`src/rtl/ir_rle_enc.sv`:
```
module ir_rle_enc #(
  parameter int NOISE_W = 6,
  parameter int IDLE_W  = 8,
  parameter int CODE_W  = 7
) (
  input  logic               clk,
  input  logic               rst_n,
  input  logic               ir_raw,
  input  logic               sample_en,
  input  logic               cfg_global_en,
  input  logic               cfg_rx_en,
  input  logic [1:0]         cfg_mode,
  input  logic               cfg_invert,
  input  logic [NOISE_W-1:0] cfg_noise_thr,
  input  logic [IDLE_W-1:0]  cfg_idle_thr,
  output logic               byte_valid,
  output logic [CODE_W:0]    byte_data,
  output logic               pkt_end
);
  localparam int RUN_MAX = 1 << CODE_W;
  localparam int CNT_W   = CODE_W + 1;
  localparam int SPC_W   = IDLE_W + 1;
  localparam logic [1:0] MODE_RLE = 2'b11;

  logic             sync_a, sync_b;
  logic             waiting, cur_lvl;
  logic [CNT_W-1:0] cnt, cand;
  logic [SPC_W-1:0] spc;

  wire              lvl     = sync_b ^ cfg_invert;
  wire              active  = cfg_global_en & cfg_rx_en & (cfg_mode == MODE_RLE);
  wire [CNT_W-1:0]  cnt_inc = cnt + 1'b1;
  wire [CNT_W-1:0]  cand_inc = cand + 1'b1;
  wire [CNT_W-1:0]  kept    = cnt - cand;
  wire              flip    = (lvl != cur_lvl);
  wire              commit  = flip & (cand_inc >= CNT_W'(cfg_noise_thr));
  wire              sat     = (cnt_inc == CNT_W'(RUN_MAX));
  wire [SPC_W-1:0]  spc_nx  = lvl ? '0 : (&spc ? spc : spc + 1'b1);
  wire              idle    = (cfg_idle_thr != '0) && (spc_nx >= SPC_W'(cfg_idle_thr));

  always_ff @(posedge clk or negedge rst_n) begin
    if (!rst_n) begin
      sync_a <= 1'b0;
      sync_b <= 1'b0;
    end else begin
      sync_a <= ir_raw;
      sync_b <= sync_a;
    end
  end

  always_ff @(posedge clk or negedge rst_n) begin
    if (!rst_n) begin
      waiting    <= 1'b1;
      cur_lvl    <= 1'b0;
      cnt        <= '0;
      cand       <= '0;
      spc        <= '0;
      byte_valid <= 1'b0;
      byte_data  <= '0;
      pkt_end    <= 1'b0;
    end else begin
      byte_valid <= 1'b0;
      pkt_end    <= 1'b0;
      if (!active) begin
        waiting <= 1'b1;
        cnt     <= '0;
        cand    <= '0;
        spc     <= '0;
      end else if (sample_en) begin
        if (waiting) begin
          if (lvl) begin
            waiting <= 1'b0;
            cur_lvl <= 1'b1;
            cnt     <= CNT_W'(1);
            cand    <= '0;
            spc     <= '0;
          end
        end else if (commit) begin
          if (kept != '0) begin
            byte_valid <= 1'b1;
            byte_data  <= {cur_lvl, CODE_W'(kept - 1'b1)};
          end
          cur_lvl <= lvl;
          cnt     <= cand_inc;
          cand    <= '0;
          spc     <= spc_nx;
        end else if (sat) begin
          byte_valid <= 1'b1;
          byte_data  <= {cur_lvl, {CODE_W{1'b1}}};
          cnt        <= '0;
          cand       <= '0;
          spc        <= spc_nx;
        end else if (idle) begin
          if (!cur_lvl) begin
            byte_valid <= 1'b1;
            byte_data  <= {1'b0, CODE_W'(cnt)};
          end else if (kept != '0) begin
            byte_valid <= 1'b1;
            byte_data  <= {1'b1, CODE_W'(kept - 1'b1)};
          end
          pkt_end <= 1'b1;
          waiting <= 1'b1;
          cnt     <= '0;
          cand    <= '0;
          spc     <= '0;
        end else begin
          cnt  <= cnt_inc;
          cand <= flip ? cand_inc : '0;
          spc  <= spc_nx;
        end
      end
    end
  end

  AST_VALID_NEEDS_TICK: assert property (@(posedge clk) disable iff (!rst_n)
    byte_valid |-> $past(sample_en));
  AST_PKT_NEEDS_TICK: assert property (@(posedge clk) disable iff (!rst_n)
    pkt_end |-> $past(sample_en));
  AST_IDLE_ZERO_OFF: assert property (@(posedge clk) disable iff (!rst_n)
    pkt_end |-> ($past(cfg_idle_thr) != '0));
  AST_INACTIVE_QUIET: assert property (@(posedge clk) disable iff (!rst_n)
    !$past(cfg_global_en && cfg_rx_en && cfg_mode == MODE_RLE) |-> !byte_valid && !pkt_end);
  AST_RUN_BOUND: assert property (@(posedge clk) disable iff (!rst_n)
    cnt < CNT_W'(RUN_MAX));
  AST_WAIT_CLEAR: assert property (@(posedge clk) disable iff (!rst_n)
    $past(pkt_end) |-> waiting || cur_lvl);
endmodule

```
`config.mk`:
```
export PLATFORM = sky130hd
export DESIGN_NAME = ir_rle_enc
export DESIGN_NICKNAME = d
export VERILOG_FILES = /design/src/rtl/ir_rle_enc.sv
export SDC_FILE = /design/constraint.sdc
export NUM_CORES = 1
export LEC_CHECK = 0
export BUFFER_PORTS_ARGS = -buffer_cell sky130_fd_sc_hd__buf_2
export CAP_MARGIN = 20
export CELL_PAD_IN_SITES_DETAIL_PLACEMENT = 0
export CELL_PAD_IN_SITES_GLOBAL_PLACEMENT = 1
export CORE_AREA = 2 2 89 91
export CTS_CLUSTER_SIZE = 20
export DETAILED_ROUTE_END_ITERATION = 8
export DIE_AREA = 0 0 91 93
export HOLD_SLACK_MARGIN = 0.03
export PLACE_DENSITY_LB_ADDON = 0.1
export SLEW_MARGIN = 10
export SYNTH_ARGS = -nofsm -noshare
export SYNTH_HDL_FRONTEND = slang
export SYNTH_SLANG_ARGS = --single-unit
```
`constraint.sdc`:
```
create_clock -name clk -period 3.08 [get_ports clk]
set_clock_uncertainty 0.2 [all_clocks]
set_input_delay 0.616 -clock clk [delete_from_list [all_inputs] [get_ports clk]]
set_output_delay 0.616 -clock clk [all_outputs]
set_load 0.02 [all_outputs]
```
==> reports/results.ini, run 1 <==
[synth]
synth.distinct_cells=61
synth_warnings=0
async_flop_share_pct=100
synth_fa_ha_area_share_pct=11.5
synth-simple-area-share_pct=18.9
synthXorXnorAreaFrac_pct=8.10
synth_top_area_share_pct=31.6
postSynthCellCount=339
synthesis.nets=389
synth_area_leaders=dfrtp_1 (32%), ha_1 (11%), xor2_1 (4.1%)
ys_seq_area_share_pct=32.4
syn_area_um2=3010
synth_top_family_by_area=compound AO/OA/AOI/OAI gates
synth.most_common_cell=dfrtp_1
muxShareOfSynthArea_pct=0
synth-seq-cells=39
synth_flop_cell=dfrtp_1
synth_compound_area_share_pct=24.0
yosysTopAreaCell=dfrtp_1
synth_edf_count=0
avgSynthCellArea_um2=8.89
synth_common_cells=dfrtp_1 (38), nand2_1 (31), inv_1 (28)

[final_layout]
layout.nets=493
finalNonFillerCells=546
insertedDiodeCount=0
area_growth_pct=35.1
fillers=779
drive_gt1_share_pct=35.1

[die]
die_x_um=91
core_region_area_um2=7530
start_util_pct=40.0
dieArea_um2=8460
num_rows=32
die_y_um=93
pin_count=33

[sta]
fin_ws_ps=-276
fin_crit_sh_pct=109
period_needed_ps=3360
hold_violations=0
rsz0062_at_grt=true
worst_pin_slew_ps=923
slew_headroom_pct=38.5
finalMaxSlewViolations=0
tns_ps=-6850
max_freq_mhz=298
finalSetupViolCount=32

[placement]
place_ws_ps=-403
dpl.cell_count=520
dpl.hpwl_mm=6.23
io_buffers=32
gp_congestion=0.835

[critical_path]
cp-end-kind=flip-flop
crit_type=flip-flop to flip-flop
crit_arrival_ps=3340
cpPeakStageDelay_ps=400
crit_top_cell=buf_4
crit_chain=ha_2 > nand3_2 > nor2_2 > buf_4 > buf_4 > buf_4 > buf_4 > buf_4 > nand3_2 > a21oi_2 > ha_1 > a21o_1 > a211oi_2 > o211a_1 > buf_6 > o21ai_4 > o311ai_4 > buf_4 > nand2_2 > o41ai_2
cp_max_fo=5
critPathSlowestCell=dfrtp_1
cp-start-kind=flip-flop
r2r_setup_slack_ps=-280
worstPathRequired_ps=3060

[power]
p_leak_nw=2.02
p_per_area_nw_per_um2=259
vdd_drop_max_mv=0.195

[outcome]
violations=negative setup slack
outcome=finished, violations left

[clocking]
cts.sinks=39
cts_buffers=5
h-tree-depth=2
root_buffer=clkbuf_8
cts_tree=built
clk-insertion-delay-late_ps=300
postCtsHoldBufs=0
clockBufferDepth=2
clk_pin_slew_ps=80

[route]
viasPerCell=5.26
final_antenna_net_count=0
post_drt_wl_per_cell_um=15.1
drt-initial-drc-count=153
drc_errors=0
wirelength_mm=8.26
vias=2874
drtPass1Iterations=6

[global_routing]
grt_pass1_vias=2864
grt_antenna_before_repair=0
globalRouteOverflowTotal=0
grt_first_pass_wirelength_mm=13.9
grt_use_total_pct=20.4
grt_max_degree=40

[worst_hold_path]
hp-class=flip-flop to flip-flop

[flow_run]
drv_cap=0

==> where the power goes <==
part           switching, mW  internal (mW)  total [mW]  leakage [nW]
Sequential           0.00153          0.513       0.515         0.532
Combinational         0.0531         0.0444      0.0976          1.43
Clock                  0.199          0.241       0.440        0.0581
==> layer usage <==
layer	track usage, %	vias to the layer above	wire (um)
met3	2.26	10	292
met5	0	-	0
li1	-	1446	-
met4	5.68	0	100
met2	37.0	56	4180
met1	25.8	1362	3680
==> final timing paths <==
path / startpoint / to / cells past startpoint
worst max register to register: spc[0] / byte_data[6] / 20
worst max-delay path: spc[0] / byte_data[6] / 20
max in group asynchronous: rst_n / cnt[4] / 1
worst min register to register: sync_a / sync_b / 0
min in group asynchronous: rst_n / spc[6] / 1
worst min-delay path: sync_a / sync_b / 0
==> worst max-delay path, delay by kind of cell (launching register included) <==
kind / cells / cell delay (ps)
flops: 1 / 400
fa+ha+maj: 2 / 460
compound gates: 7 / 1000
buf+inv: 7 / 940
simple gates: 4 / 230
==> final cells by class <==
| class | instances | area [um2] | area share [%] |
|---|---|---|---|
| flip-flops and latches | 39 | 977 | 24.0 |
| clock buffers | 5 | 68.8 | 1.69 |
| clock inverters | 3 | 43.8 | 1.08 |
| well taps | 102 | 128 | 3.14 |
| inverters | 28 | 105 | 2.58 |
| multi-input cells | 263 | 2000 | 49.1 |
| repair buffers | 106 | 751 | 18.4 |
==> placed cells by master (no fill, tap or decap), drive strengths merged, types with 5 or more instances in the layout <==
cell	synthesis	layout
inv	28	28
xnor2	13	13
nor3	9	9
ha	26	26
and2	6	6
nor2	25	25
nand3	12	12
buf	5	106
nand2	31	31
xor2	14	14
a22o	12	12
a21oi	13	13
clkbuf	4	5
nand2b	6	6
dfrtp	38	38
o32ai	5	5
o21ai	25	25
nand4	5	5
==> metrics by stage <==
| stage | instance area [um2] | utilization, % | hold WS (ps) | power, mW |
|---|---|---|---|---|
| final | 4070 | 54.1 | 164 | 1.05 |
| after CTS | 4000 | 53.1 | 172 | 1.06 |
| after global placement | 3710 | 49.3 | 136 | 0.617 |
| after detailed placement | 3710 | 49.3 | 154 | 0.618 |
| after global routing | 4070 | 54.1 | 173 | 1.10 |
| after floorplan | 3040 | - | 120 | 0.565 |
==> flip-flops by register name (all words and copies together), names as in the netlist <==
name,cells
cur_lvl,1
pkt_end,1
sync_b,1
sync_a,1
waiting,1
cnt,8
byte_data,8
spc,9
cand,8
byte_valid,1
==> cells by family after synthesis <==
logic type,count (synthesis)
compound gates,95
buf+inv,37
fa+ha+maj,27
flops,39
simple gates,114
xor+xnor,27
==> repair_timing <==
| action | CTS | global route |
|---|---|---|
| buffers inserted | 14 | 2 |
| gates resized for setup | 23 | 16 |
| cloned | 1 | 1 |
| endpoints found under the setup margin | 34 | 35 |
| pin swaps | 28 | 14 |
(Power assumes the default switching activity.)
==> inputs of run 2 (changes only) <==
--- a/config.mk
+++ b/config.mk
@@ -9,10 +9,10 @@
 export CAP_MARGIN = 20
 export CELL_PAD_IN_SITES_DETAIL_PLACEMENT = 0
 export CELL_PAD_IN_SITES_GLOBAL_PLACEMENT = 1
-export CORE_AREA = 2 2 89 91
+export CORE_AREA = 2 2 85 87
 export CTS_CLUSTER_SIZE = 20
 export DETAILED_ROUTE_END_ITERATION = 8
-export DIE_AREA = 0 0 91 93
+export DIE_AREA = 0 0 87 89
 export HOLD_SLACK_MARGIN = 0.03
 export PLACE_DENSITY_LB_ADDON = 0.1
 export SLEW_MARGIN = 10
==> constraint.sdc (replaced) <==
create_clock -name clk -period 3.9 [get_ports clk]
set_clock_uncertainty 0.2 [all_clocks]
set_input_delay 0.78 -clock clk [delete_from_list [all_inputs] [get_ports clk]]
set_output_delay 0.78 -clock clk [all_outputs]
set_load 0.02 [all_outputs]
==> run 2 against run 1 <==
Against the previous run: the flow now finishes without violations; utilization fell by 2.1 points; power fell by 22%; maximum frequency fell by 8.5%; setup slack improved by 510 ps; critical path type unchanged; highest routed layer unchanged.
==> reports/results.ini, run 2 (synthesized netlist as in run 1, its figures left out) <==
[outcome]
outcome=completed

[sta]
fin_crit_sh_pct=94.0
max_freq_mhz=273
hold_violations=0
whs_ps=171
finalSetupViolCount=0
slew_headroom_pct=38.5
period_needed_ps=3670
finalMaxSlewViolations=0
worst_pin_slew_ps=922

[clocking]
root_buffer=clkbuf_8
clk-insertion-delay-late_ps=300
cts_tree=built
h-tree-depth=2
cts_buffers=5
postCtsHoldBufs=0
clockBufferDepth=2
clk_pin_slew_ps=90
cts.sinks=39

[global_routing]
grt_first_pass_wirelength_mm=12.4
grt_antenna_before_repair=0
grt_max_degree=40
globalRouteOverflowTotal=0
grt_use_total_pct=20.5
grt_pass1_vias=2552

[die]
die_x_um=87
dieArea_um2=7740
start_util_pct=44.8
core_region_area_um2=6720
pin_count=33
num_rows=30
die_y_um=89

[critical_path]
cp-start-kind=flip-flop
crit_arrival_ps=3650
rr_startpoint=spc[0]
cp_max_fo=8
worstPathRequired_ps=3880
crit_start=spc[0]
cp-end-kind=flip-flop
crit_type=flip-flop to flip-flop

[route]
viasPerCell=5.78
drtPass1Iterations=4
post_drt_wl_per_cell_um=15.9
final_antenna_net_count=0
vias=2712
drt-initial-drc-count=138
wirelength_mm=7.44
drc_errors=0

[placement]
dpl.cell_count=451
dpl.hpwl_mm=5.62
gp_congestion=0.867
io_buffers=32

[worst_hold_path]
hp-start=sync_a
hp-class=flip-flop to flip-flop

[flow_run]
drv_cap=0

[final_layout]
area_growth_pct=15.9
final_common_cell=dfrtp_1
layout.nets=438
final_cell_mix=dfrtp_1 (38), buf_2 (32), nand2_1 (30)
insertedDiodeCount=0
finalNonFillerCells=469
drive_gt1_share_pct=19.8
largest_reg_flops=9
regMostFlops=spc

[power]
p_per_area_nw_per_um2=235
vdd_drop_max_mv=0.213
p_leak_nw=1.71

-- run 2: stage by stage --
stage / TNS [ps] / instance area [um2] / util [%] / worst slack (ps) / total power, mW
detailed placement: 0 / 3290 / 49.0 / 215 / 0.479
global placement: 0 / 3290 / 49.0 / 294 / 0.479
global route: -270 / 3490 / 52.0 / -52.1 / 0.844
CTS: 0 / 3400 / 50.7 / 194 / 0.823
floorplan: 0 / 3010 / - / 484 / 0.446
finish: 0 / 3490 / 52.0 / 234 / 0.822
-- run 2: per-layer routing --
metal / track usage (%) / vias up / share of wire, %
li1: - / 1333 / -
met1: 27.6 / 1306 / 48
met2: 34.5 / 59 / 47
met3: 2.86 / 14 / 3.5
met4: 5.82 / 0 / 1.7
met5: 0 / - / 0
-- run 2: path summary, 6_finish.rpt --
kind | end | slack [ps] | cells past startpoint
setup / recovery | byte_data[6] | 230 | 18
hold / removal | sync_b | 170 | 0
setup reg to reg | byte_data[6] | 230 | 18
hold reg to reg | sync_b | 170 | 0
max in group asynchronous | byte_data[0] | 2520 | 1
min in group asynchronous | cnt[4] | 420 | 1
-- run 2: final cells by class --
class / count / area (um2)
fillers: 660 / 3230
repair buffers: 51 / 303
clock buffers: 5 / 68.8
clock inverters: 3 / 43.8
inverters: 28 / 105
well taps: 80 / 100
multi-input cells: 263 / 1890
flip-flops and latches: 39 / 977
-- run 2: repair_timing --
action                                  CTS  global route
gates resized for setup                   0             6
endpoints found under the setup margin    0            19
buffers inserted                          0            10
-- run 2: critical path: stages, from the launching register on --
cell and delay, ps:
dfrtp_1 410, ha_2 210, nand3_1 100, nor2_2 170, nand2_2 100, and3_4 200
and4_1 200, xnor2_1 150, nor2_1 80, ha_1 290, and4_1 170, o21ai_0 70
o211a_1 270, buf_4 150, o21ai_4 260, o311ai_4 170, buf_4 200, nand2_1 80
o41ai_2 60
-- run 2: power breakdown --
group	switching [mW]	internal, mW
logic	0.0384	0.0262
registers	0.00131	0.405
clock network	0.160	0.191
